==> config.mk <==
export PLATFORM = sky130hd
export DESIGN_NAME = xchg_unit
export DESIGN_NICKNAME = d
export VERILOG_FILES = /design/src/rtl/xchg_pkg.sv /design/src/rtl/xchg_fsm.sv /design/src/rtl/xchg_bus.sv /design/src/rtl/xchg_regs.sv /design/src/rtl/xchg_unit.sv
export SDC_FILE = /design/constraint.sdc
export NUM_CORES = 1
export LEC_CHECK = 0
export ABC_AREA = 1
export BUFFER_PORTS_ARGS = -buffer_cell sky130_fd_sc_hd__buf_2
export CAP_MARGIN = 20
export CORE_UTILIZATION = 52
export CTS_CLUSTER_DIAMETER = 150
export DETAILED_ROUTE_END_ITERATION = 8
export PLACE_DENSITY_LB_ADDON = 0.08
export SKIP_CTS_REPAIR_TIMING = 1
export SYNTH_ARGS = -nofsm -noshare
export SYNTH_HDL_FRONTEND = slang
export SYNTH_HIERARCHICAL = 1
export SYNTH_SLANG_ARGS = --single-unit
export TNS_END_PERCENT = 30
==> constraint.sdc <==
create_clock -name clk -period 3.2 [get_ports clk]
set_clock_uncertainty 0.05 [all_clocks]
set_input_delay 0.16 -clock clk [delete_from_list [all_inputs] [get_ports clk]]
set_output_delay 0.16 -clock clk [all_outputs]
set_load 0.01 [all_outputs]
==> src/rtl/xchg_pkg.sv <==
package xchg_pkg;

    typedef enum logic [1:0] {
        ST_IDLE  = 2'b00,
        ST_MOVE  = 2'b01,
        ST_PARK  = 2'b10
    } xchg_state_e;

    localparam int unsigned NREG  = 3;
    localparam int unsigned IDX_A = 0;
    localparam int unsigned IDX_B = 1;
    localparam int unsigned IDX_T = 2;

    typedef struct packed {
        logic drv_a;
        logic drv_b;
        logic drv_t;
        logic cap_a;
        logic cap_b;
        logic cap_t;
        logic done;
    } xchg_ctl_t;

endpackage

==> src/rtl/xchg_fsm.sv <==
module xchg_fsm
    import xchg_pkg::*;
(
    input  logic      clk,
    input  logic      rst_n,
    input  logic      start,
    output xchg_ctl_t ctl
);

    typedef struct packed {
        xchg_state_e st;
    } fsm_reg_t;

    fsm_reg_t  r_d, r_q;
    xchg_ctl_t ctl_d;

    always_comb begin
        r_d   = r_q;
        ctl_d = '0;
        unique case (r_q.st)
            ST_IDLE: begin
                if (start) begin
                    ctl_d.drv_b = 1'b1;
                    ctl_d.cap_t = 1'b1;
                    r_d.st      = ST_MOVE;
                end
            end
            ST_MOVE: begin
                ctl_d.drv_a = 1'b1;
                ctl_d.cap_b = 1'b1;
                r_d.st      = ST_PARK;
            end
            ST_PARK: begin
                ctl_d.drv_t = 1'b1;
                ctl_d.cap_a = 1'b1;
                ctl_d.done  = 1'b1;
                r_d.st      = ST_IDLE;
            end
            default: begin
                r_d.st = ST_IDLE;
            end
        endcase
    end

    always_ff @(posedge clk or negedge rst_n) begin
        if (!rst_n) begin
            r_q.st <= ST_IDLE;
        end else begin
            r_q <= r_d;
        end
    end

    assign ctl = ctl_d;

endmodule

==> src/rtl/xchg_bus.sv <==
module xchg_bus #(
    parameter int unsigned W = 8,
    parameter int unsigned N = 3
) (
    input  logic [N-1:0]        drive,
    input  logic [N-1:0][W-1:0] src,
    output logic [W-1:0]        bus
);

    logic [N-1:0][W-1:0] gated;

    for (genvar i = 0; i < N; i++) begin : g_gate
        assign gated[i] = src[i] & {W{drive[i]}};
    end

    always_comb begin
        bus = '0;
        for (int i = 0; i < int'(N); i++) begin
            bus = bus | gated[i];
        end
    end

endmodule

==> src/rtl/xchg_regs.sv <==
module xchg_regs #(
    parameter int unsigned W = 8,
    parameter int unsigned N = 3
) (
    input  logic                clk,
    input  logic                rst_n,
    input  logic [N-1:0]        cap,
    input  logic [N-1:0]        pre_en,
    input  logic [N-1:0][W-1:0] pre_val,
    input  logic [W-1:0]        bus,
    output logic [N-1:0][W-1:0] val
);

    for (genvar i = 0; i < N; i++) begin : g_reg
        logic [W-1:0] v_d, v_q;

        always_comb begin
            v_d = v_q;
            if (pre_en[i]) begin
                v_d = pre_val[i];
            end else if (cap[i]) begin
                v_d = bus;
            end
        end

        always_ff @(posedge clk or negedge rst_n) begin
            if (!rst_n) begin
                v_q <= '0;
            end else begin
                v_q <= v_d;
            end
        end

        assign val[i] = v_q;
    end

endmodule

==> src/rtl/xchg_unit.sv <==
module xchg_unit
    import xchg_pkg::*;
#(
    parameter int unsigned W = 8
) (
    input  logic         clk,
    input  logic         rst_n,
    input  logic         start,
    input  logic         load_a,
    input  logic [W-1:0] a_pre,
    input  logic         load_b,
    input  logic [W-1:0] b_pre,
    output logic         drv_a,
    output logic         drv_b,
    output logic         drv_t,
    output logic         cap_a,
    output logic         cap_b,
    output logic         cap_t,
    output logic         done,
    output logic [W-1:0] a_val,
    output logic [W-1:0] b_val,
    output logic [W-1:0] t_val
);

    xchg_ctl_t              ctl;
    logic [NREG-1:0]        drive_v;
    logic [NREG-1:0]        cap_v;
    logic [NREG-1:0]        pre_en_v;
    logic [NREG-1:0][W-1:0] pre_val_v;
    logic [NREG-1:0][W-1:0] reg_v;
    logic [W-1:0]           bus;

    xchg_fsm u_fsm (
        .clk   (clk),
        .rst_n (rst_n),
        .start (start),
        .ctl   (ctl)
    );

    always_comb begin
        drive_v          = '0;
        cap_v            = '0;
        pre_en_v         = '0;
        pre_val_v        = '0;
        drive_v[IDX_A]   = ctl.drv_a;
        drive_v[IDX_B]   = ctl.drv_b;
        drive_v[IDX_T]   = ctl.drv_t;
        cap_v[IDX_A]     = ctl.cap_a;
        cap_v[IDX_B]     = ctl.cap_b;
        cap_v[IDX_T]     = ctl.cap_t;
        pre_en_v[IDX_A]  = load_a;
        pre_en_v[IDX_B]  = load_b;
        pre_val_v[IDX_A] = a_pre;
        pre_val_v[IDX_B] = b_pre;
    end

    xchg_bus #(.W(W), .N(NREG)) u_bus (
        .drive (drive_v),
        .src   (reg_v),
        .bus   (bus)
    );

    xchg_regs #(.W(W), .N(NREG)) u_regs (
        .clk     (clk),
        .rst_n   (rst_n),
        .cap     (cap_v),
        .pre_en  (pre_en_v),
        .pre_val (pre_val_v),
        .bus     (bus),
        .val     (reg_v)
    );

    assign drv_a = ctl.drv_a;
    assign drv_b = ctl.drv_b;
    assign drv_t = ctl.drv_t;
    assign cap_a = ctl.cap_a;
    assign cap_b = ctl.cap_b;
    assign cap_t = ctl.cap_t;
    assign done  = ctl.done;
    assign a_val = reg_v[IDX_A];
    assign b_val = reg_v[IDX_B];
    assign t_val = reg_v[IDX_T];

endmodule

==> results of run 1 <==
flip-flops by register name, summed over array words and instances, names as in the netlist:
register	flops
u_regs/g.v_q	24
u_fsm/r_q	2
final cells by class:
class	instances	share of cell area
flip-flops and latches	26	0.3787
repair buffers	59	0.1908
inverters	6	0.01311
well taps	30	0.02185
clock buffers	4	0.02112
multi-input cells	146	0.3744
kinds of logic after synthesis:
family                 after synthesis  share of synthesized area
buffers and inverters               20                    0.09417
AND/OR/NAND/NOR                    137                     0.4368
flip-flops                          26                     0.4664
other                                1                   0.002688
power breakdown:
| group | total [mW] | internal [mW] | switching (mW) |
|---|---|---|---|
| sequential | 0.406 | 0.370 | 0.0359 |
| clock | 0.173 | 0.0697 | 0.103 |
| combinational | 0.247 | 0.0919 | 0.156 |
layout by cell type, fill, tap and decap left out:
cell / synthesis / final
nor2_4: 3 / 3
nand2_1: 72 / 72
dlygate4sd3_1: 0 / 5
nor2_1: 5 / 5
nand3_1: 56 / 56
dfrtp_1: 26 / 26
buf_4: 8 / 3
nand2_2: 1 / 1
clkbuf_8: 0 / 1
inv_2: 5 / 5
conb_1: 1 / 9
inv_1: 1 / 1
clkbuf_4: 0 / 3
buf_2: 1 / 51
per-stage QoR:
stage,hold slack (ns),setup slack [ns],util,power (mW),std cells
floorplan,-0.1856,1.720,-,0.5677,192
global placement,0.1353,1.829,0.6527,0.6447,262
detailed placement,0.1449,1.777,0.6527,0.6519,262
CTS,-0.2267,1.584,0.6672,0.8222,266
global route,0.0004950,1.528,0.6872,0.8728,271
finish,-0.01283,1.595,0.6872,0.8261,271
cell usage after synthesis:
library cell	number	share of area
nor2_1	5	0.013
dfrtp_1	26	0.47
conb_1	1	0.0027
inv_2	5	0.013
nor2_4	3	0.024
inv_1	1	0.0027
nand3_1	56	0.20
buf_6	3	0.024
nand2_1	72	0.19
buf_2	1	0.0036
clkbuf_2	2	0.0072
nand2_2	1	0.0045
buf_4	8	0.043
worst min path at each step:
stage / slack, ns / end / startpoint
detailed placement: 0.14 / u_regs/g_reg[1].v_q[5] / rst_n
CTS: -0.23 / u_fsm/r_q[0] / rst_n
floorplan: -0.19 / u_fsm/r_q[0] / rst_n
finish: -0.01 / u_regs/g_reg[1].v_q[3] / b_pre[3]
global route: 0.0005 / u_regs/g_reg[1].v_q[0] / b_pre[0]
global placement: 0.14 / u_fsm/r_q[0] / rst_n
critical path, stage by stage (launching register included):
cell and delay, ns:
dfrtp_1 0.44, inv_2 0.08, nand2_2 0.05, nor2_1 0.08, buf_4 0.24, buf_2 0.17
routing by layer:
layer  wire length, um  vias up  global-route usage
met4                95        0              0.1096
met3               319       11             0.02825
met1              1609      668              0.3958
met2              1693       83              0.4218
li1                  -      700                   -
met5                 0        -                   0
==> summary.md, run 1 <==
| Metric | Value |
|---|---|
| Final net count | `263` |
| Worst EP required | `2.99 ns` |
| Rows | `18` |
| Post-Syn Area | `around 1400 um^2` |
| Area growth syn-to-layout | `23.14%` |
| Max-cap viol count | `0` |
| Wire per inst | `between 10 and 15 um` |
| FF+latch area | `approximately 650 um^2` |
| Status | `finished with violations` |
| CTS Sinks | `26` |
| Multi-input logic area | `643.1 um^2` |
| Die height | `about 54 um` |
| Syn Area/Cell | `7.582 um^2` |
| Worst hold path class | `in2reg` |
| H-tree depth | `1` |
| Clock buffer depth | `2` |
| CP Capture Type | `output pin` |
| Fin Hold WS | `-0.01283 ns` |
| RSZ-0062 raised after global routing | `false` |
| Failing checks | `negative hold slack` |
| Post-route minimum period | `between 1.5 and 2 ns` |
| Worst r2r src | `u_fsm/r_q[0]` |
| Top Ports | `52` |
| RD Place Congestion | `~0.84` |
| Total number of vias | `roughly 1,500` |
| Starting Density | `0.5581` |
| Total CTS buffers | `3` |
| Fin area | `~1700 um^2` |
| Fill count | `240` |
| Worst-skew pair later-pin latency | `0.33 ns` |
| Worst setup path start | `u_fsm/r_q[0]` |
| Final Cycle Share | `0.5016` |
| TritonRoute pass-1 iters | `5` |
| Slew Viols, Final | `0` |
| Hold Path Stages | `3` |
| Synth cell types | `13` |
| DRC Markers | `0` |
| Worst r2r dst | `u_regs/g_reg[1].v_q[1]` |
| Pin count of the biggest net entering global routing | `27` |
| Clk slew on worst S/H paths | `about 0.15 ns` |
| Clock root cell | `clkbuf_4` |
| Leak | `around 0.91 nW` |
| Global-route wire length before repair | `roughly 5600 um` |
| Rel. slew slack | `0.5955` |
| Setup TNS | `0 ns` |
| Measured slew at the worst slew-check pin | `0.6067 ns` |
| Number of DRC markers in iteration 0 | `approximately 120` |
| Placed instance area | `around 1600 um^2` |
| Mapped Cells | `184` |
| Core area | `roughly 2500 um^2` |
| Worst Setup Start Kind | `flip-flop` |
| Half-perimeter wire length of the detailed placement result | `between 2000 and 3000 um` |
| CP arrival | `1.40 ns` |
| Worst Setup EP | `cap_t` |
| CP Max Fanout | `19` |
| CTS tree | `yes` |
| Worst reg2reg setup slack | `1.73 ns` |
| Kind of critical path | `reg2out` |
| FMAX | `between 600 and 700 MHz` |
| Gr usage total | `0.2762` |
| Die Wd | `roughly 54 um` |
| Power Density | `480.9 nW/um^2` |
| Post-synthesis sequential area ratio | `0.4664` |
| Yosys warns | `6` |
| #FFs+latches synth | `26` |
| Vias in the first global route | `about 1,200` |
| Vias per cell | `5.395` |
| Initial antenna violation count | `0` |
| Detail Route Antenna Nets | `0` |
| R2R depth | `8` |
| Share of post-route cells with drive strength above 1 | `0.2780` |
| Grt ovf | `0` |
| DRT Wirelength | `roughly 3700 um` |
| Hold Vio Cnt, Final | `6` |
| VDD IR-drop max | `~300 uV` |
| N_diodes | `0` |
| Final setup viols | `0` |
| I/O Buffers | `between 50 and 60` |
| Die ar. | `roughly 2900 um^2` |
Power figures use the tool's default switching activity.
==> run 2: changes to the inputs <==
Settings changed: ABC_AREA 1 to 0, CORE_UTILIZATION 52 to 48.
Clock period 3.2 ns to 1.5 ns, I/O delays scaled along.
==> run 2 against run 1 <==
The flow finishes with violations (negative setup slack). Clock power rose by 110%. Sequential cell count did not move. Combinational power rose to 3.1 times the previous value. Non-clock buffer count rose by 32. Highest routed layer unchanged.
==> summary.md, run 2 <==
| Metric | Value |
|---|---|
| Vias in the first global route | `1,135 (was 1,177)` |
| Yosys warns | `6 (unchanged)` |
| Worst reg2reg setup slack | `-0.14 ns (was 1.73 ns)` |
| CP Max Fanout | `8 (was 19)` |
| Rel. slew slack | `0.5997 (was 0.5955)` |
| Number of DRC markers in iteration 0 | `73 (was 118)` |
| Power Density | `956.1 nW/um^2 (was 480.9 nW/um^2)` |
| Initial antenna violation count | `0 (unchanged)` |
| Clock buffer depth | `2 (unchanged)` |
| Most frequent cell after synthesis | `dfrtp_1 (was nand2_1)` |
| Yosys top cell area share | `0.4771 (was 0.4664)` |
| Die height | `55.31 um (was 53.80 um)` |
| Die ar. | `3059 um^2 (was 2894 um^2)` |
| DRC Markers | `0 (unchanged)` |
| Worst Setup Start Kind | `flip-flop (unchanged)` |
| RD Place Congestion | `0.7116 (was 0.8407)` |
| Most common cell after layout, fill and taps aside | `buf_2 (was nand2_1)` |
| Pin count of the biggest net entering global routing | `27 (unchanged)` |
| Mapped Cells | `133 (was 184)` |
| Final setup viols | `31 (was 0)` |
| Final Cycle Share | `1.095` |
| Post-synthesis sequential area ratio | `0.4771 (was 0.4664)` |
| N_diodes | `0 (unchanged)` |
| Die Wd | `55.31 um (was 53.80 um)` |
| Fin Hold WS | `0.07512 ns (was -0.01283 ns)` |
| H-tree depth | `1 (unchanged)` |
| Worst-skew pair later-pin latency | `0.32 ns (was 0.33 ns)` |
| Status | `finished with violations (unchanged)` |
| CTS Sinks | `26 (unchanged)` |
| CP arrival | `1.82 ns (was 1.40 ns)` |
| Vias per cell | `5.035 (was 5.395)` |
| Clk slew on worst S/H paths | `0.15 ns (about the same)` |
| Total CTS buffers | `3 (unchanged)` |
| Gr usage total | `0.2122 (was 0.2762)` |
| Core area | `2590 um^2 (was 2500 um^2)` |
| Wire per inst | `13.82 um (was 13.72 um)` |
| Top Ports | `52 (unchanged)` |
| RSZ-0062 raised after global routing | `true (was false)` |
| Half-perimeter wire length of the detailed placement result | `2233 um (was 2665 um)` |
| Share of post-route cells with drive strength above 1 | `0.3581 (was 0.2780)` |
| FMAX | `approximately 610 MHz` |
| Syn Area/Cell | `10.25 um^2 (was 7.582 um^2)` |
| Ys flop type | `dfrtp_1 (unchanged)` |
| TritonRoute pass-1 iters | `5 (unchanged)` |
| VDD IR-drop max | `734.7 uV (was 307.8 uV)` |
| Leak | `1.059 nW (was 0.9144 nW)` |
| Pwr Total | `1.997 mW (was 826.1 uW)` |
| Kind of critical path | `reg2reg (was reg2out)` |
| Fin worst setup slack | `-0.1430 ns (was 1.595 ns)` |
| I/O Buffers | `51 (unchanged)` |
| Worst hold path class | `in2reg (unchanged)` |
| Synth async-reset ratio | `1.000 (unchanged)` |
| Final net count | `251 (was 263)` |
| Total number of vias | `1,304 (was 1,462)` |
| Area growth syn-to-layout | `53.12% (was 23.14%)` |
| Largest register by flop count | `u_regs/g.v_q (unchanged)` |
| Hold Vio Cnt, Final | `0 (was 6)` |
| Synth cell types | `12 (was 13)` |
| Max reg flops | `24 (unchanged)` |
| Post-Syn Area | `1364 um^2 (was 1395 um^2)` |
| Max-cap viol count | `0 (unchanged)` |
| #FFs+latches synth | `26 (unchanged)` |
| Final Core Density | `0.8063 (was 0.6872)` |
| Global-route wire length before repair | `5181 um (was 5644 um)` |
| Measured slew at the worst slew-check pin | `0.6004 ns (was 0.6067 ns)` |
| Top cells by count, synth | `dfrtp_1, mux2i_1, nand2_1, o21ai_1 (was nand2_1, nand3_1, dfrtp_1, buf_4)` |
| Rows | `18 (unchanged)` |
| Clock root cell | `clkbuf_4 (unchanged)` |
| Worst EP required | `1.68 ns (was 2.99 ns)` |
| Failing checks | `negative setup slack (was negative hold slack)` |
| Fin area | `2088 um^2 (was 1718 um^2)` |
| Synth area leader | `dfrtp_1 (unchanged)` |
| DRT Wirelength | `3579 um (was 3717 um)` |
| Post-synth EDFFs | `0 (unchanged)` |
| Slew Viols, Final | `0 (unchanged)` |
| Most frequent cells in the layout | `buf_2, mux2i_1, nand2_1, o21ai_1, dfrtp_1 (was nand2_1, nand3_1, buf_2, dfrtp_1, conb_1)` |
| Placed instance area | `1737 um^2 (was 1632 um^2)` |
| Detail Route Antenna Nets | `0 (unchanged)` |
| Grt ovf | `0 (unchanged)` |
| Starting Density | `0.5266 (was 0.5581)` |
| Top cells by area, synth | `dfrtp_1, mux2i_1, o21ai_1 (was dfrtp_1, nand3_1, nand2_1)` |
| CP Capture Type | `flip-flop (was output pin)` |
| Post-route minimum period | `1.643 ns` |
| CTS tree | `yes (unchanged)` |
| Biggest registers after layout | `u_regs/g.v_q: 24 flops, u_fsm/r_q: 2 flops (unchanged)` |
-- run 2: final timing paths --
| kind | from | end | cells after the start |
|---|---|---|---|
| worst max register to register | u_fsm/r_q[1] | u_regs/g_reg[2].v_q[0] | 7 |
| worst max-delay path | u_fsm/r_q[1] | u_regs/g_reg[2].v_q[0] | 7 |
| worst min register to register | u_regs/g_reg[1].v_q[7] | u_regs/g_reg[1].v_q[7] | 2 |
| min in group asynchronous | rst_n | u_regs/g_reg[0].v_q[0] | 2 |
| worst min-delay path | load_b | u_regs/g_reg[1].v_q[1] | 3 |
| max in group asynchronous | rst_n | u_fsm/r_q[0] | 2 |
-- run 2: critical path, cell delays in order (launching register included) --
cell      delay (ns)
dfrtp_2         0.48
nor2b_4         0.16
buf_12          0.13
buf_4           0.13
a222oi_1        0.23
inv_1           0.12
mux2i_1         0.18
o21ai_1         0.08
-- run 2: report_power, final --
group          internal (mW)  switching (mW)  leakage (nW)
clock network          0.148           0.216        0.0210
logic                  0.410           0.357         0.721
registers              0.789          0.0763         0.317
-- run 2: stage by stage --
stage,setup TNS (ns),cells,worst slack [ns]
after CTS,-1.346,232,-0.09906
after global routing,-4.578,259,-0.2527
after global placement,-0.04326,228,-0.02652
after floorplan,-0.3671,147,-0.06549
final,-1.709,259,-0.1430
after detailed placement,-0.6520,228,-0.07723
-- run 2: cell families (layout without fill, tap and decap cells) --
group                  after synthesis  after routing  synth area share
AO/OA/AOI/OAI                       32             32            0.1468
other                                1             15          0.002750
multiplexers                        24             24            0.1761
flip-flops                          26             26            0.4771
AND/OR/NAND/NOR                     29             29           0.09083
buffers and inverters               21            103            0.1064
-- run 2: routing by layer --
layer  GRT usage  routed length (um)  vias to the layer above
met5           0                   0                        -
met4     0.05357                  42                        0
met3     0.02576                 169                        6
met2      0.3580                1729                       51
met1      0.2898                1637                      603
li1            -                   -                      644
-- run 2: cell type report --
class                   count  area (um^2)
clock buffers               4        36.28
fillers                   155        501.7
inverters                   8        30.03
multi-input cells         100        646.9
flip-flops and latches     26        653.1
well taps                  30        37.54
repair buffers             91        684.4
